`src/rtl/wiper_pkg.sv`:
```
package wiper_pkg;

    // Source that updates the position register in a given cycle
    typedef enum logic [2:0] {
        SRC_HOLD   = 3'd0,
        SRC_RECALL = 3'd1,
        SRC_WRITE  = 3'd2,
        SRC_XFER   = 3'd3,
        SRC_STEP   = 3'd4
    } pos_src_e;

    // Strobes seen by the update selector
    typedef struct packed {
        logic wr;
        logic xfer;
        logic step;
        logic up;
    } pos_req_t;

    // Saturating single step on an unsigned position of any width up to 32
    function automatic int unsigned sat_step(int unsigned cur, logic up, int unsigned top);
        if (up)
            return (cur >= top) ? top : cur + 1;
        else
            return (cur == 0) ? 0 : cur - 1;
    endfunction

endpackage

```
`src/rtl/wiper_recall_seq.sv`:
```
module wiper_recall_seq #(
    parameter int RECALL_WAIT = 4
) (
    input  logic clk,
    input  logic rst,
    output logic busy,
    output logic fire
);
    localparam int CNT_W = $clog2(RECALL_WAIT + 2);

    logic [CNT_W-1:0] cnt_q;
    logic             busy_q;

    always_ff @(posedge clk) begin
        if (rst) begin
            cnt_q  <= CNT_W'(RECALL_WAIT);
            busy_q <= 1'b1;
        end else if (busy_q) begin
            if (cnt_q == '0)
                busy_q <= 1'b0;
            else
                cnt_q <= cnt_q - 1'b1;
        end
    end

    assign busy = busy_q;
    assign fire = busy_q && (cnt_q == '0);


    recall_once_chk: assert property (@(posedge clk) disable iff (rst)
        fire |=> !busy);

endmodule

```
`src/rtl/wiper_next_sel.sv`:
```
module wiper_next_sel
    import wiper_pkg::*;
#(
    parameter int POS_W  = 6,
    parameter int BANK_N = 4
) (
    input  logic                      busy,
    input  logic                      fire,
    input  pos_req_t                  req,
    input  logic [POS_W-1:0]          wr_data,
    input  logic [$clog2(BANK_N)-1:0] xfer_sel,
    input  logic [BANK_N*POS_W-1:0]   bank_data,
    input  logic [POS_W-1:0]          cur,
    output pos_src_e                  src,
    output logic [POS_W-1:0]          nxt
);
    localparam int unsigned POS_TOP = (1 << POS_W) - 1;

    logic [POS_W-1:0] bank_entry [BANK_N];
    logic [POS_W-1:0] stepped;

    for (genvar k = 0; k < BANK_N; k++) begin : g_entry
        assign bank_entry[k] = bank_data[k*POS_W +: POS_W];
    end

    always_comb begin
        stepped = POS_W'(sat_step(32'(cur), req.up, POS_TOP));
    end

    always_comb begin
        src = SRC_HOLD;
        nxt = cur;
        if (fire) begin
            src = SRC_RECALL;
            nxt = bank_entry[0];
        end else if (!busy) begin
            if (req.wr) begin
                src = SRC_WRITE;
                nxt = wr_data;
            end else if (req.xfer) begin
                src = SRC_XFER;
                nxt = bank_entry[xfer_sel];
            end else if (req.step) begin
                src = SRC_STEP;
                nxt = stepped;
            end
        end
    end

endmodule

```
`src/rtl/wiper_tap_decoder.sv`:
```
module wiper_tap_decoder #(
    parameter int POS_W = 6
) (
    input  logic                  clk,
    input  logic                  rst,
    input  logic [POS_W-1:0]      pos,
    output logic [(1<<POS_W)-1:0] taps
);
    localparam int TAPS = 1 << POS_W;

    for (genvar i = 0; i < TAPS; i++) begin : g_tap
        assign taps[i] = (pos == POS_W'(i));
    end


    onehot_tap_chk: assert property (@(posedge clk) disable iff (rst)
        $onehot(taps));


    reset_tap_chk: assert property (@(posedge clk)
        $past(rst) |-> taps[0]);

endmodule

```
`src/rtl/wiper_position_unit.sv`:
```
module wiper_position_unit
    import wiper_pkg::*;
#(
    parameter int POS_W       = 6,
    parameter int BANK_N      = 4,
    parameter int RECALL_WAIT = 4
) (
    input  logic                      clk,
    input  logic                      rst,
    input  logic                      host_wr_en,
    input  logic [POS_W-1:0]          host_wr_data,
    input  logic                      xfer_en,
    input  logic [$clog2(BANK_N)-1:0] xfer_sel,
    input  logic [BANK_N*POS_W-1:0]   bank_data,
    input  logic                      step_en,
    input  logic                      step_up,
    output logic [POS_W-1:0]          pos_out,
    output logic [(1<<POS_W)-1:0]     tap_sel
);
    localparam logic [POS_W-1:0] POS_TOP = '1;

    logic             busy;
    logic             fire;
    pos_req_t         req;
    pos_src_e         src;
    logic [POS_W-1:0] nxt;
    logic [POS_W-1:0] pos_q;

    assign req = '{wr: host_wr_en, xfer: xfer_en, step: step_en, up: step_up};

    wiper_recall_seq #(.RECALL_WAIT(RECALL_WAIT)) u_recall (
        .clk  (clk),
        .rst  (rst),
        .busy (busy),
        .fire (fire)
    );

    wiper_next_sel #(.POS_W(POS_W), .BANK_N(BANK_N)) u_sel (
        .busy      (busy),
        .fire      (fire),
        .req       (req),
        .wr_data   (host_wr_data),
        .xfer_sel  (xfer_sel),
        .bank_data (bank_data),
        .cur       (pos_q),
        .src       (src),
        .nxt       (nxt)
    );

    always_ff @(posedge clk) begin
        if (rst)
            pos_q <= '0;
        else if (src != SRC_HOLD)
            pos_q <= nxt;
    end

    wiper_tap_decoder #(.POS_W(POS_W)) u_dec (
        .clk  (clk),
        .rst  (rst),
        .pos  (pos_q),
        .taps (tap_sel)
    );

    assign pos_out = pos_q;


    recall_load_chk: assert property (@(posedge clk) disable iff (rst)
        fire |=> pos_q == $past(bank_data[POS_W-1:0]));


    busy_hold_chk: assert property (@(posedge clk) disable iff (rst)
        (busy && !fire) |=> $stable(pos_q));


    wr_load_chk: assert property (@(posedge clk) disable iff (rst)
        (src == SRC_WRITE) |=> pos_q == $past(host_wr_data));


    xfer_load_chk: assert property (@(posedge clk) disable iff (rst)
        (src == SRC_XFER) |=> pos_q == $past(bank_data[xfer_sel*POS_W +: POS_W]));


    step_up_chk: assert property (@(posedge clk) disable iff (rst)
        (src == SRC_STEP && step_up && pos_q != POS_TOP) |=> pos_q == $past(pos_q) + POS_W'(1));


    sat_top_chk: assert property (@(posedge clk) disable iff (rst)
        (src == SRC_STEP && step_up && pos_q == POS_TOP) |=> $stable(pos_q));


    sat_bottom_chk: assert property (@(posedge clk) disable iff (rst)
        (src == SRC_STEP && !step_up && pos_q == '0) |=> $stable(pos_q));


    prio_chk: assert property (@(posedge clk) disable iff (rst)
        (!busy && host_wr_en) |-> src == SRC_WRITE);


    idle_hold_chk: assert property (@(posedge clk) disable iff (rst)
        (!busy && !host_wr_en && !xfer_en && !step_en) |=> $stable(pos_q));

endmodule

```
`config.mk`:
```
export PLATFORM = sky130hd
export DESIGN_NAME = wiper_position_unit
export DESIGN_NICKNAME = d
export VERILOG_FILES = /design/src/rtl/wiper_pkg.sv /design/src/rtl/wiper_recall_seq.sv /design/src/rtl/wiper_next_sel.sv /design/src/rtl/wiper_tap_decoder.sv /design/src/rtl/wiper_position_unit.sv
export SDC_FILE = /design/constraint.sdc
export NUM_CORES = 1
export LEC_CHECK = 0
export BUFFER_PORTS_ARGS = -buffer_cell sky130_fd_sc_hd__buf_2
export CORE_AREA = 3 3 66 68
export DETAILED_ROUTE_END_ITERATION = 10
export DIE_AREA = 0 0 69 71
export MAX_ROUTING_LAYER = met4
export PLACE_DENSITY = 0.89
export SLEW_MARGIN = 10
export SYNTH_ARGS = -nofsm -noshare
export SYNTH_HDL_FRONTEND = slang
export SYNTH_HIERARCHICAL = 1
export SYNTH_SLANG_ARGS = --single-unit
```
`constraint.sdc`:
```
create_clock -name clk -period 3.1 [get_ports clk]
set_input_delay 0.93 -clock clk [delete_from_list [all_inputs] [get_ports clk]]
set_output_delay 0.93 -clock clk [all_outputs]
set_load 0.01 [all_outputs]
```
Yosys cells after proc, flatten, opt, wreduce, memory -nomap -nowiden
Cells that the tools add are included.

cells by class
  add/sub/neg operators = 3
  $lt $le $gt $ge = 2
  equality and inequality tests = 64
  multiplexer cells = 18
  bitwise logic cells = 2
  reduce and logical (&&, ||, !) cells = 7

operators by type and width
  cell                                                 number
  equality test 6 bit, second input constant           32
  equality test 6 x 5 -> 1 bit, second input constant  16
  two-way mux 6 bit                                    10
  equality test 6 x 4 -> 1 bit, second input constant  8
  equality test 6 x 3 -> 1 bit, second input constant  4
  two-way mux 3 bit                                    5
  binary-select mux 6 bit (select 2 bit)               1
  equality test 6 x 2 -> 1 bit, second input constant  2
  adder 6 x 1 -> 6 bit, second input constant          1
  equality test 6 x 1 -> 1 bit, second input constant  1
  >= comparator 6 bit, second input constant           1
  zero test 6 bit                                      1
  subtractor 6 x 1 -> 6 bit, second input constant     1
  nonzero test 4 bit                                   1
  >= comparator 3 bit, second input constant           1
  zero test 3 bit                                      1
  NOT 2 -> 3 bit                                       1
  AND reduction 3 bit                                  1
  nonzero test 3 bit                                   1
  subtractor 3 x 1 -> 3 bit, second input constant     1
  two-way mux 1 bit                                    2
  != test 2 bit, second input constant                 1
  AND reduction 2 bit                                  1
  logical AND 1 bit                                    1
  NOT 1 bit                                            1

storage, ports and cells
  flip-flop bits (word level) = 10
  input port bits = 38
  output and inout bits = 70
  logic and storage cells = 99

Longest topological paths before layout
  depth in word-level cells = 8
  mapped depth = 11
  depth with buffers taken out = 10

Hierarchy
The synthesis kept the hierarchy.

by module, submodules not included
  module               instances  cells an instance  area an instance (µm²)  sequential area each (µm²)
  wiper_next_sel       1          123                853.3                   0.0
  wiper_tap_decoder    1          95                 461.7                   0.0
  wiper_position_unit  1          27                 281.5                   120.1
  wiper_recall_seq     1          22                 205.2                   80.1

Worst setup path after synthesis
Ideal clock, no wire load.

  path type = in2reg
  from = in xfer_en
  to = reg pos_q[5] (netlist: pos_out[5])
  setup time = 70 ps
  data arrival time = 2231 ps
  data required time = 3030 ps
  path slack = 799 ps
  stages on the path = 7
  buffers on the path = 1
  path through = buf_6 > or4_4 > a2111oi_4 > a31oi_1 > nand4_1 > o31ai_1 > a21oi_1

on the way
  elaborated cells between the ends (all ways) = 11
  classes of those cells = mux (8); reduce/logical (3)

RTL lines
  what                  RTL line                   source
  from (decl)           wiper_position_unit.sv:12  input logic xfer_en,
  two-way mux 6 bit     wiper_next_sel.sv:40       end else if (req.xfer) begin
  two-way mux 6 bit     wiper_next_sel.sv:37       if (req.wr) begin
  two-way mux 6 bit     wiper_next_sel.sv:36       end else if (!busy) begin
  two-way mux 6 bit     wiper_next_sel.sv:33       if (fire) begin
  net nxt[5]            wiper_position_unit.sv:26  logic [POS_W-1:0] nxt;
  to (signal assigned)  wiper_position_unit.sv:54  pos_q <= nxt;
  to (decl)             wiper_position_unit.sv:27  logic [POS_W-1:0] pos_q;

The timed path passes the listed nets, and every way through them passes these cells. The select of a mux whose other input is x is not followed.
A chain may end at the register's enable or synchronous reset.

Final worst setup path
  from = reg pos_q[5] (netlist: pos_out[5])
  to = out tap_sel[34]

on the way
  longest elaborated chain between the ends = 1

ends and longest elaborated chain
  what                 RTL line                   source
  equality test 6 bit  wiper_tap_decoder.sv:12    assign taps[i] = (pos == POS_W'(i));
  to (decl)            wiper_position_unit.sv:18  output logic [(1<<POS_W)-1:0] tap_sel

No other way between the ends.

==> impl_metrics.env <==
export IMPL_worstSetupEndpointType="output port"
export IMPL_diodes=0
export IMPL_dieArea_mm2=0.004899
export IMPL_vias_per_cell=5.823
export IMPL_rr_startpoint="u_recall/busy"
export IMPL_avgRoutedWirePerCell_um=14.54
export IMPL_yosys_top_cells_area="nor2_1, dfxtp_1, or4b_1, a21oi_1, mux2i_1"
export IMPL_cts_tree="yes"
export IMPL_portBuffers=107
export IMPL_synth_ff_type="dfxtp_1"
export IMPL_clk_latency_ps=230
export IMPL_finalSetupViolations=0
export IMPL_worst_slew_pin_transition_ps=741.3
export IMPL_area_delta_synth_final_pct=30.21
export IMPL_nets=401
export IMPL_synth_largest_area_cell="nor2_1"
export IMPL_vias=2364
export IMPL_cap_violations=0
export IMPL_h_tree_depth=1
export IMPL_skew_ps=0.7618
export IMPL_drt_total_wl_um=5905
export IMPL_timing_setup_tns_ps=0
export IMPL_critPathLaunchType="register"
export IMPL_fin_crit_ps=2763
export IMPL_p_per_area_mw_per_mm2=534.6
export IMPL_rsz0062_at_grt="no"
export IMPL_drc=0
export IMPL_crit_path_max_fanout=25
export IMPL_first_pass_iters=5
export IMPL_root_buffer="clkbuf_8"
export IMPL_grt_overflow_total=0
export IMPL_cts_setup_buffers=0
export IMPL_arrival_ps=1830
export IMPL_antenna_found_initial=0
export IMPL_ioPinCount=108
export IMPL_yosysMostFrequentCell="nor2_1"
export IMPL_cts_sinks=10
export IMPL_syn_cell_area_mm2=0.001802
export IMPL_synth_common_cells="nor2_1, a21oi_1, clkbuf_1"
export IMPL_synth_cells=267
export IMPL_yosysSeqAreaShare=0.1111
export IMPL_status="completed"
export IMPL_cts_resized=0
export IMPL_hold_path_class="reg -> reg"
export IMPL_fin_crit_sh=0.8914
export IMPL_synthArstFlopShare=0
export IMPL_yosysTopAreaCellShare=0.1542
export IMPL_grt_max_degree=26
export IMPL_ctsHoldBuffers=0
export IMPL_grt_usage=0.2384
export IMPL_drtIter0Drc=175
export IMPL_drive_gt1_frac=0.3596
export IMPL_drtAntennaViolNets=0
export IMPL_synth_fp_nets=310
export IMPL_peakVddDrop_mv=0.4528
export IMPL_fmax_mhz=361.9
export IMPL_place_congestion=1.004
export IMPL_worstSetupPathType="reg -> out"
export IMPL_post_dp_hpwl_um=4530
export IMPL_clkTransAtPathRegs_ps=50
export IMPL_rows=23
export IMPL_core_region_area_mm2=0.003914
export IMPL_stdcell_area_mm2=0.002346
export IMPL_fp_dieW_um=69
export IMPL_placed_area_mm2=0.002305
export IMPL_die_h_um=71
export IMPL_clock_path_buffers=2
export IMPL_grt_pass1_wl_um=9756
export IMPL_p_leak_nw=1.138
export IMPL_synth_edf_count=0
export IMPL_hp_start="u_recall/cnt_q[2]"
export IMPL_slew_headroom=0.5048
export IMPL_yosysWarnings=6
export IMPL_grt_pass1_vias=2010
export IMPL_critPathLaunch="pos_out[5]"
export IMPL_fin_total_pwr_mw=1.254
export IMPL_required_ps=2170
export IMPL_numCtsBuffers=3
export IMPL_synth_cell_types=57
export IMPL_avgSynthCellArea_um2=6.748
export IMPL_slew_violations=0
export IMPL_hold_violations=0
export IMPL_start_util=0.4604
export IMPL_synth_seq_cells=10
[worst max-delay path, cell delays in order (launching register included)]
cell and delay (ps):
dfxtp_1 770, or4b_1 570, nor2_1 110, buf_2 140
[kinds of logic (layout without fill, tap and decap cells)]
kind of cell / count (synthesis) / count (layout) / share of synthesized area
compound gates: 60 / 60 / 0.2417
xor+xnor: 1 / 1 / 0.004862
fa+ha+maj: 5 / 5 / 0.03472
buf+inv: 37 / 126 / 0.09444
flops: 10 / 10 / 0.1111
mux: 10 / 10 / 0.07639
simple gates: 144 / 144 / 0.4368
[cell type report]
type	instances	area [µm²]
Multi-Input combinational cell	220	1431
Timing Repair Buffer	111	565.5
Fill cell	379	1568
Sequential cell	10	200.2
Tap cell	50	62.56
Clock buffer	3	41.29
Inverter	12	45.04
[flip-flops by register name, summed over array words and instances, names as in the netlist]
name / count
u_recall/cnt_q: 3
pos_out: 6
u_recall/busy: 1
[power breakdown]
group | internal [mW] | switching (mW) | leakage [nW]
clock network | 0.0850 | 0.0495 | 0.0216
logic | 0.351 | 0.486 | 1.03
registers | 0.172 | 0.111 | 0.0819
total | 0.608 | 0.646 | 1.14
[placed cells by master (no fill, tap or decap), types with 3 or more instances in the layout]
cell type and n:
nand2b_1 8, nor4_1 3, dfxtp_1 10, nor2_1 74
mux2i_1 7, or4b_1 10, nor3_1 10, a21oi_1 18
ha_1 5, o21ai_0 7, nand3_1 4, nand4_1 3
o31ai_1 7, buf_2 107, nand4bb_1 6, clkbuf_8 3
mux4_2 3, inv_1 11, buf_4 4, nand2_1 8
nand4b_1 4
[worst paths after layout]
kind                       end  slack [ps]  depth (start not counted)
max                tap_sel[34]         340                          3
min          u_recall/cnt_q[2]         500                          1
max reg2reg         pos_out[5]         600                          6
min reg2reg  u_recall/cnt_q[2]         500                          1
[through the flow]
stage | hold slack (ps) | utilization | setup WS [ps] | std cells
2_1_floorplan | 461.9 | - | 799.5 | 267
3_3_place_gp | 475.3 | 0.5889 | 603.2 | 403
3_5_place_dp | 490.9 | 0.5889 | 545.4 | 403
4_1_cts | 502.2 | 0.5994 | 325.9 | 406
5_1_grt | 524.5 | 0.5994 | 204.2 | 406
6_report | 499.7 | 0.5994 | 336.6 | 406
[per-layer routing]
layer  part of all wire  vias up  global-route usage
met3               0.10        7             0.03409
met2               0.49      140              0.3983
met5                  0        -                   -
met1               0.39     1069              0.3057
li1                   -     1148                   -
met4             0.0081        0             0.05423
(Power assumes the default switching activity.)
